File: src/rtl/canreg_pkg.sv
package canreg_pkg;
  localparam int unsigned ADDR_W = 4;

  localparam logic [ADDR_W-1:0] A_MODE    = 4'd0;
  localparam logic [ADDR_W-1:0] A_IRQEN   = 4'd1;
  localparam logic [ADDR_W-1:0] A_TIMING  = 4'd2;
  localparam logic [ADDR_W-1:0] A_WARN    = 4'd3;
  localparam logic [ADDR_W-1:0] A_STATUS  = 4'd4;
  localparam logic [ADDR_W-1:0] A_RXINFO  = 4'd5;
  localparam logic [ADDR_W-1:0] A_RXID    = 4'd6;
  localparam logic [ADDR_W-1:0] A_RXDATA0 = 4'd7;
  localparam logic [ADDR_W-1:0] A_RXDATA1 = 4'd8;
  localparam logic [ADDR_W-1:0] A_TXINFO  = 4'd9;
  localparam logic [ADDR_W-1:0] A_TXID    = 4'd10;
  localparam logic [ADDR_W-1:0] A_TXDATA0 = 4'd11;
  localparam logic [ADDR_W-1:0] A_TXDATA1 = 4'd12;

  localparam int unsigned DATA_WORDS = 2;

  // Mode-qualified write strobes from control to datapath
  typedef struct packed {
    logic                  mode;
    logic                  irqEn;
    logic                  timing;
    logic                  warnLim;
    logic                  rxInfo;
    logic                  rxId;
    logic [DATA_WORDS-1:0] rxData;
    logic                  txInfo;
    logic                  txId;
    logic [DATA_WORDS-1:0] txData;
  } wrStrobe_t;
endpackage

File: src/rtl/canreg_ctrl.sv
module canreg_ctrl
  import canreg_pkg::*;
(
  input  logic              cpuWr,
  input  logic [ADDR_W-1:0] cpuAddr,
  input  logic              rmNow,
  output wrStrobe_t         wrStb
);
  // Decode the address and gate each strobe with the access rule of the current mode
  always_comb begin
    wrStb = '0;
    if (cpuWr) begin
      unique case (cpuAddr)
        A_MODE:    wrStb.mode      = 1'b1;
        A_IRQEN:   wrStb.irqEn     = 1'b1;          // open in both modes
        A_TIMING:  wrStb.timing    = rmNow;
        A_WARN:    wrStb.warnLim   = rmNow;
        A_RXINFO:  wrStb.rxInfo    = rmNow;
        A_RXID:    wrStb.rxId      = rmNow;
        A_RXDATA0: wrStb.rxData[0] = rmNow;
        A_RXDATA1: wrStb.rxData[1] = rmNow;
        A_TXINFO:  wrStb.txInfo    = 1'b1;
        A_TXID:    wrStb.txId      = 1'b1;
        A_TXDATA0: wrStb.txData[0] = 1'b1;
        A_TXDATA1: wrStb.txData[1] = 1'b1;
        default:   wrStb = '0;                      // status and unmapped take no write
      endcase
    end
  end
endmodule

File: src/rtl/canreg_dp.sv
module canreg_dp
  import canreg_pkg::*;
#(
  parameter int unsigned DATA_W  = 32,
  parameter int unsigned IRQEN_W = 11,
  parameter int unsigned BT_W    = 24,
  parameter int unsigned EWL_W   = 8,
  parameter int unsigned ST_W    = 8,
  parameter int unsigned ID_W    = 29,
  parameter logic [EWL_W-1:0] EWL_RST = 8'h60
) (
  input  logic                         clk,
  input  logic                         rstN,
  input  wrStrobe_t                    wrStb,
  input  logic [ADDR_W-1:0]            cpuAddr,
  input  logic                         cpuRd,
  input  logic [DATA_W-1:0]            cpuWdata,
  output logic [DATA_W-1:0]            cpuRdata,
  input  logic                         busOff,
  input  logic                         rxValid,
  input  logic [DATA_W-1:0]            rxInfoIn,
  input  logic [ID_W-1:0]              rxIdIn,
  input  logic [DATA_WORDS*DATA_W-1:0] rxDataIn,
  input  logic [ST_W-1:0]              statusIn,
  output logic                         rmNow,
  output logic                         abortReq,
  output logic                         ackEn,
  output logic                         txEn
);
  logic rmQ, lomQ, rmPrevQ;
  logic [IRQEN_W-1:0] irqEnQ;
  logic [BT_W-1:0]    timingQ;
  logic [EWL_W-1:0]   warnQ;
  logic [ST_W-1:0]    statusQ;
  logic [DATA_W-1:0]  rxInfoQ, txInfoQ;
  logic [ID_W-1:0]    rxIdQ, txIdQ;
  logic [DATA_W-1:0]  rxDataQ [DATA_WORDS];
  logic [DATA_W-1:0]  txDataQ [DATA_WORDS];
  logic [DATA_W-1:0]  rdMux, rdQ;
  logic               rxLoad;

  assign rxLoad = rxValid & ~rmQ;   // engine loads only in operating mode

  // Mode register: bus-off has priority over a software write
  always_ff @(posedge clk or negedge rstN) begin
    if (!rstN) begin
      rmQ     <= 1'b1;
      lomQ    <= 1'b0;
      rmPrevQ <= 1'b1;
    end else begin
      rmPrevQ <= rmQ;
      if (busOff)          rmQ <= 1'b1;
      else if (wrStb.mode) rmQ <= cpuWdata[0];
      if (wrStb.mode)      lomQ <= cpuWdata[1];
    end
  end

  always_ff @(posedge clk or negedge rstN) begin
    if (!rstN) begin
      irqEnQ  <= '0;
      timingQ <= '0;
      warnQ   <= EWL_RST;
      statusQ <= '0;
      rxInfoQ <= '0;
      rxIdQ   <= '0;
      txInfoQ <= '0;
      txIdQ   <= '0;
    end else begin
      statusQ <= statusIn;
      if (wrStb.irqEn)   irqEnQ  <= cpuWdata[IRQEN_W-1:0];
      if (wrStb.timing)  timingQ <= cpuWdata[BT_W-1:0];
      if (wrStb.warnLim) warnQ   <= cpuWdata[EWL_W-1:0];
      if (rxLoad)            rxInfoQ <= rxInfoIn;
      else if (wrStb.rxInfo) rxInfoQ <= cpuWdata;
      if (rxLoad)            rxIdQ   <= rxIdIn;
      else if (wrStb.rxId)   rxIdQ   <= cpuWdata[ID_W-1:0];
      if (wrStb.txInfo)  txInfoQ <= cpuWdata;
      if (wrStb.txId)    txIdQ   <= cpuWdata[ID_W-1:0];
    end
  end

  // Data words: one register pair per word
  for (genvar w = 0; w < DATA_WORDS; w++) begin : g_word
    always_ff @(posedge clk or negedge rstN) begin
      if (!rstN) begin
        rxDataQ[w] <= '0;
        txDataQ[w] <= '0;
      end else begin
        if (rxLoad)               rxDataQ[w] <= rxDataIn[w*DATA_W +: DATA_W];
        else if (wrStb.rxData[w]) rxDataQ[w] <= cpuWdata;
        if (wrStb.txData[w])      txDataQ[w] <= cpuWdata;
      end
    end
  end

  // Read mux with zero extension
  always_comb begin
    unique case (cpuAddr)
      A_MODE:    rdMux = DATA_W'({lomQ, rmQ});
      A_IRQEN:   rdMux = DATA_W'(irqEnQ);
      A_TIMING:  rdMux = DATA_W'(timingQ);
      A_WARN:    rdMux = DATA_W'(warnQ);
      A_STATUS:  rdMux = DATA_W'(statusQ);
      A_RXINFO:  rdMux = rxInfoQ;
      A_RXID:    rdMux = DATA_W'(rxIdQ);
      A_RXDATA0: rdMux = rxDataQ[0];
      A_RXDATA1: rdMux = rxDataQ[1];
      A_TXINFO:  rdMux = txInfoQ;
      A_TXID:    rdMux = DATA_W'(txIdQ);
      A_TXDATA0: rdMux = txDataQ[0];
      A_TXDATA1: rdMux = txDataQ[1];
      default:   rdMux = '0;
    endcase
  end

  always_ff @(posedge clk or negedge rstN) begin
    if (!rstN)      rdQ <= '0;
    else if (cpuRd) rdQ <= rdMux;
  end

  assign cpuRdata = rdQ;
  assign rmNow    = rmQ;
  assign abortReq = rmQ & ~rmPrevQ;
  assign ackEn    = ~lomQ;
  assign txEn     = ~(rmQ | lomQ);

  // Assertions
  a_r3_busoff_enters_reset: assert property (@(posedge clk) disable iff (!rstN)
    busOff |=> rmQ);
  a_r3_busoff_keeps_listen: assert property (@(posedge clk) disable iff (!rstN)
    (busOff && !wrStb.mode) |=> (lomQ == $past(lomQ)));
  a_r4_timing_locked: assert property (@(posedge clk) disable iff (!rstN)
    !rmQ |=> $stable(timingQ));
  a_r4_warn_locked: assert property (@(posedge clk) disable iff (!rstN)
    !rmQ |=> $stable(warnQ));
  a_r6_rxid_quiet_in_reset: assert property (@(posedge clk) disable iff (!rstN)
    (rmQ && !wrStb.rxId) |=> $stable(rxIdQ));
  a_r8_abort_one_cycle: assert property (@(posedge clk) disable iff (!rstN)
    abortReq |=> !abortReq);
  a_r8_abort_on_entry: assert property (@(posedge clk) disable iff (!rstN)
    (!rmQ && busOff) |=> abortReq);
endmodule

File: src/rtl/canreg_bank.sv
module canreg_bank
  import canreg_pkg::*;
#(
  parameter int unsigned DATA_W  = 32,
  parameter int unsigned IRQEN_W = 11,
  parameter int unsigned BT_W    = 24,
  parameter int unsigned EWL_W   = 8,
  parameter int unsigned ST_W    = 8,
  parameter int unsigned ID_W    = 29,
  parameter logic [EWL_W-1:0] EWL_RST = 8'h60
) (
  input  logic                         clk,
  input  logic                         rstN,
  input  logic [ADDR_W-1:0]            cpuAddr,
  input  logic                         cpuWr,
  input  logic                         cpuRd,
  input  logic [DATA_W-1:0]            cpuWdata,
  output logic [DATA_W-1:0]            cpuRdata,
  input  logic                         busOff,
  input  logic                         rxValid,
  input  logic [DATA_W-1:0]            rxInfoIn,
  input  logic [ID_W-1:0]              rxIdIn,
  input  logic [DATA_WORDS*DATA_W-1:0] rxDataIn,
  input  logic [ST_W-1:0]              statusIn,
  output logic                         canDisable,
  output logic                         abortReq,
  output logic                         ackEn,
  output logic                         txEn
);
  wrStrobe_t wrStb;
  logic      rmNow;

  canreg_ctrl u_ctrl (
    .cpuWr   (cpuWr),
    .cpuAddr (cpuAddr),
    .rmNow   (rmNow),
    .wrStb   (wrStb)
  );

  canreg_dp #(
    .DATA_W (DATA_W), .IRQEN_W (IRQEN_W), .BT_W (BT_W), .EWL_W (EWL_W),
    .ST_W (ST_W), .ID_W (ID_W), .EWL_RST (EWL_RST)
  ) u_dp (
    .clk      (clk),
    .rstN     (rstN),
    .wrStb    (wrStb),
    .cpuAddr  (cpuAddr),
    .cpuRd    (cpuRd),
    .cpuWdata (cpuWdata),
    .cpuRdata (cpuRdata),
    .busOff   (busOff),
    .rxValid  (rxValid),
    .rxInfoIn (rxInfoIn),
    .rxIdIn   (rxIdIn),
    .rxDataIn (rxDataIn),
    .statusIn (statusIn),
    .rmNow    (rmNow),
    .abortReq (abortReq),
    .ackEn    (ackEn),
    .txEn     (txEn)
  );

  assign canDisable = rmNow;

  a_r9_tx_blocked: assert property (@(posedge clk) disable iff (!rstN)
    txEn |-> (!canDisable && ackEn));
endmodule

File: config.mk
export PLATFORM = sky130hd
export DESIGN_NAME = canreg_bank
export DESIGN_NICKNAME = d
export VERILOG_FILES = /design/src/rtl/canreg_pkg.sv /design/src/rtl/canreg_ctrl.sv /design/src/rtl/canreg_dp.sv /design/src/rtl/canreg_bank.sv
export SDC_FILE = /design/constraint.sdc
export NUM_CORES = 1
export LEC_CHECK = 0
export ABC_AREA = 0
export BUFFER_PORTS_ARGS = -buffer_cell sky130_fd_sc_hd__buf_2
export CORE_UTILIZATION = 45
export DETAILED_ROUTE_END_ITERATION = 10
export GPL_ROUTABILITY_DRIVEN = 1
export GPL_TIMING_DRIVEN = 0
export HOLD_SLACK_MARGIN = 0.15
export PLACE_DENSITY = 0.7
export SKIP_CTS_REPAIR_TIMING = 1
export SLEW_MARGIN = 0
export SYNTH_ARGS = -nofsm -noshare
export SYNTH_HDL_FRONTEND = slang
export SYNTH_SLANG_ARGS = --single-unit
File: constraint.sdc
create_clock -name clk -period 1.8 [get_ports clk]
set_input_delay 0.27 -clock clk [delete_from_list [all_inputs] [get_ports clk]]
set_output_delay 0.27 -clock clk [all_outputs]
set_load 0.03 [all_outputs]
# [Word-level counts from Yosys, hierarchy flattened]
# Index checks and enable logic that the tools add are counted.
[classes] eq_ne=12 muxes=24 n_bitwise=7 reduce_logical=6
[ops] operator="$pmux W32 S13" n=1
[ops] operator="$mux W32" n=6
[ops] operator="$mux W29" n=2
[ops] operator="$eq A4 B4 Y1 const B" n=5
[ops] operator="$eq A4 B3 Y1 const B" n=4
[ops] operator="$mux W1" n=14
[ops] operator="$mux W12" n=1
[ops] operator="$reduce_bool A2 Y1" n=5
[ops] operator="$eq A4 B2 Y1 const B" n=2
[ops] operator="$eq A4 B1 Y1 const B" n=1
[ops] operator="$logic_not A4 Y1" n=1
[ops] operator="$not A1 Y1" n=4
[ops] operator="$and A1 B1 Y1" n=2
[ops] operator="$or A1 B1 Y1" n=1
[word_totals] ff_bits=336 inputBits=175 word_cells=65

# [Depth between registers and ports, before layout]
[logic_depth] word_depth=5 ltp_mapped=9 ltp_nobuf=5

# [Modules after synthesis]
# Synthesis repeated with hierarchy kept, for this count alone.
[unflattened] cells_unflattened=1414 area_unflattened_um2=16091.7
[by_module_without_submodules] mod="canreg_dp" area_per_inst_um2=15962.8 cells_per_inst=1393 seq_area_each_um2=8413.1 n_inst=1
[by_module_without_submodules] mod="canreg_ctrl" area_per_inst_um2=128.9 cells_per_inst=21 seq_area_each_um2=0.0 n_inst=1

# [Worst setup path before layout]
# No wires, ideal clock.
[synth_path] path_kind="reg2reg" from="register u_dp.rmQ, in the netlist u_dp.rmNow" to="register u_dp.timingQ[10]" stages_incl_launch_ff=5 setup_slack_ns=-0.074 period_less_slack_ns=1.874 path_buffers=1 t_arrival_ns=1.749 setup_ns=0.125 path_cell_list="dfstp_2 -> nand2_2 -> nor4_4 -> buf_4 -> mux2_2"
[synth_via] elab_chain_len=2
[synth_lines] item="from (decl)" line="canreg_dp.sv:30" text="logic rmQ, lomQ, rmPrevQ;"
[synth_lines] item="from (signal assigned)" line="canreg_dp.sv:53" text="else if (wrStb.mode) rmQ <= cpuWdata[0];"
[synth_lines] item="$mux W1" line="canreg_ctrl.sv:13" text="unique case (cpuAddr)"
[synth_lines] item="$mux W12" line="canreg_ctrl.sv:12" text="if (cpuWr) begin"
[synth_lines] item="to (signal assigned)" line="canreg_dp.sv:71" text="if (wrStb.timing) timingQ <= cpuWdata[BT_W-1:0];"
[synth_lines] item="to (decl)" line="canreg_dp.sv:32" text="logic [BT_W-1:0] timingQ;"
# No other way between the ends.
# A chain may end at the register's enable or synchronous reset.

# [Worst setup path after layout]
[layout_path] from="register u_dp.rmQ, in the netlist u_dp.rmNow" to="register u_dp.rxDataQ[24] (netlist name)"
[layout_via] elab_chain_len=3
[layout_lines] item="$mux W1 / $not A1 Y1 (equally long branches)" line="canreg_ctrl.sv:13, canreg_dp.sv:42"
[layout_lines] item="$mux W12 / $and A1 B1 Y1 (equally long branches)" line="canreg_ctrl.sv:12, canreg_dp.sv:42"
[layout_lines] item="$reduce_bool A2 Y1 (no source line) / $mux W32 (equally long branches)"
[layout_lines] item="to (signal, indexed assignment)" line="canreg_dp.sv:89" text="if (rxLoad) rxDataQ[w] <= rxDataIn[w*DATA_W +: DATA_W];"
[layout_lines] item="to (signal, indexed assignment)" line="canreg_dp.sv:90" text="else if (wrStb.rxData[w]) rxDataQ[w] <= cpuWdata;"
[layout_lines] item="to (decl)" line="canreg_dp.sv:37" text="logic [DATA_W-1:0] rxDataQ [DATA_WORDS];"
# Several ways; a longest one is shown, not always the timed one.

==> out/results.tsv <==
metric	value	unit
h-tree-depth	2	
grt-ovfl-total	0	
min_path_cells	2	
reg2reg_depth	6	
tightest_slew	972	ps
rsz0062_at_grt	yes	
synthTopCellsByArea	dfrtp_1, mux2_2, mux2i_1, a21oi_1, nand2_1	
setup_violations	135	
r2r_start	u_dp.rmNow$_DFFE_PN1P_	
postPlaceCellArea	0.0177	mm2
yosys.area_share.simple	0.0826	
synth.avg_cell_area	11.5	um2
grt_pass1_wl	84000	um
worstPathArrival	2340	ps
root_buffer	clkbuf_16	
hold_path_class	input pin to register	
finalWirelength	62000	um
cts_sinks	336	
io_pins	211	
cp-start-kind	register	
dr.first_iter.drc_count	1607	
synthMuxAreaShare	0.202	
fp.dieH	191	um
synthArstFlopShare	1.00	
antenna_found_initial	2	
fmax	507	MHz
post-place-ws	-776	ps
yosysSeqAreaShare	0.524	
path_max_fanout	10	
met3_length	6310	um
start_util	0.461	
worstPathCellList	nand2_8 -> nor4_4 -> buf_4 -> buf_6 -> mux2i_1 -> o21ai_1	
max-clock-path-buffers	3	
slew_headroom	0.352	
area_growth	32.2	%
worstSkewPairLatency	520	ps
status	complete, but fails checks	
ys.flop_type	dfrtp_1	
avgViaCountPerCell	6.18	
routed.top_layer	met5	
final_nets	1991	
post-route-drc-count	0	
grt_pass1_vias	13100	
hold_viol	0	
synth_area_leader_cell	dfrtp_1	
synth_top_area_share	0.518	
yosys-top-cells-count	dfrtp_1, mux2_2, a21oi_1	
dr.pass1.iters	8	
numPortBuffers	201	
critPathSlowestCell	dfstp_2	
reg2reg_slack	-170	ps
irDropWorstVdd	0.808	mV
clock_skew	7.08	ps
critPathMaxStageDelay	650	ps
core_area	0.0348	mm2
die-area	0.0364	mm2
ys_ff_latch	336	
synth.distinct_cells	62	
slew_violations	0	
synth-xor-area-share	0	
p_per_area	1070	mW/mm2
yosys_warnings	0	
yosysMostFrequentCell	dfrtp_1	
p_leak	9.22	nW
syn_nets	1565	
num_rows	68	
dp.final_hpwl	39700	um
vias	14200	
post_drt_wl_per_cell	27.0	um
clk_transition_reported_paths	60	ps
cts_tree	yes	
numCtsBuffers	37	
post-route-period-util	1.10	
drive_gt1_frac	0.335	
required	2170	ps
die_w	191	um
finish.utilization	0.610	
post-route-cell-area	0.0212	mm2
syn_inst	1390	
fin_ws	-174	ps
synthAdderAreaFrac	0	
grt.total_usage	0.316	
synth-edff-count	0	
dr_wl_met2	27800	um
grt_max_degree	118	
m1WireLength	24600	um
fin_crit	1970	ps
min_from	cpuWdata[9]	
worstSetupPathType	register to register	
detail-route-antenna-nets	0	
cap_violations	0	
r2r_end	u_dp.rxDataQ[24]$_DFFE_PN0P_	
fin_tns_setup	-9260	ps
syn_area	0.0161	mm2
min_to	u_dp.txDataQ[9]$_DFFE_PN0P_	
violations	setup timing	
synth-compound-area-share	0.150	
end_kind	register	
place.gp.congestion	0.971	
synth_top_family_by_area	multiplexers	
## where the power goes
| group | switching (W) | leakage (nW) | internal, W |
|---|---|---|---|
| Clock | 0.00307 | 0.571 | 0.00448 |
| Sequential | 0.00117 | 4.06 | 0.00939 |
| Combinational | 0.00226 | 4.59 | 0.00232 |
## cells in the final DEF, fill, tap and decap left out, types with 27 or more instances in the layout
cell type / n
clkbuf_16: 44
a22oi_1: 27
and2_1: 31
a21oi_1: 122
mux2_2: 168
mux2i_1: 100
o21ai_1: 60
dlygate4sd3_1: 156
nand2_1: 95
dfrtp_1: 332
buf_2: 243
nor2_1: 68
## worst max path at each step
stage	from	end	slack, ps	cells past startpoint
floorplan	u_dp.rmNow$_DFFE_PN1P_	u_dp.timingQ[10]$_DFFE_PN0P_	-7	4
global placement	rstN	u_dp.statusQ[0]$_DFF_PN0_	-6000	1
detailed placement	cpuAddr[3]	u_dp.cpuRdata[22]$_DFFE_PN0P_	-780	8
CTS	u_dp.rmNow$_DFFE_PN1P_	u_dp.rxDataQ[44]$_DFFE_PN0P_	-760	6
global route	u_dp.rmNow$_DFFE_PN1P_	u_dp.rxDataQ[30]$_DFFE_PN0P_	-210	6
finish	u_dp.rmNow$_DFFE_PN1P_	u_dp.rxDataQ[24]$_DFFE_PN0P_	-170	6
## area by class of cell
type	count	area (um2)
plain buffers	111	812
inverters	6	22.5
clock buffers	53	1060
fillers	2796	13600
repair buffers	387	3050
clock inverters	7	113
diodes	1	2.50
flip-flops and latches	336	8410
multi-input cells	937	7170
well taps	455	569
## logic make-up (layout without fill, tap and decap cells)
logic type	Yosys count	after routing
flip-flops	336	336
buffers and inverters	117	564
other	0	1
AO/OA/AOI/OAI	373	373
multiplexers	295	295
AND/OR/NAND/NOR	269	269
## registers in the layout, indices dropped and copies added (netlist names)
name,count
u_dp.txInfoQ,32
u_dp.rxInfoQ,32
u_dp.warnQ,8
u_dp.lomQ,1
u_dp.rmNow,1
u_dp.rxIdQ,29
u_dp.rmPrevQ,1
u_dp.txDataQ,64
u_dp.rxDataQ,64
u_dp.irqEnQ,11
u_dp.statusQ,8
u_dp.timingQ,24
u_dp.cpuRdata,32
u_dp.txIdQ,29
## critical path: cells and delay by family (launching register included)
kind | cells | cell delay (ps)
mux | 1 | 210
buf+inv | 2 | 400
simple gates | 2 | 470
compound gates | 1 | 80
flops | 1 | 650
## routing by layer
metal  GRT usage  up-vias
li1            -     5948
met1       0.435     7104
met2       0.485      915
met3      0.0611      209
met4       0.137        2
met5           0        -
## stage by stage
stage / power, W / cells / hold WS, ps
after CTS: 0.0221 / 2108 / -156
after global routing: 0.0235 / 2293 / 152
after detailed placement: 0.0146 / 2048 / 379
after floorplan: 0.0130 / 1390 / -25.6
final: 0.0227 / 2293 / 150
after global placement: 0.0144 / 2046 / 380
No activity file was read; power rests on OpenSTA's default activity.
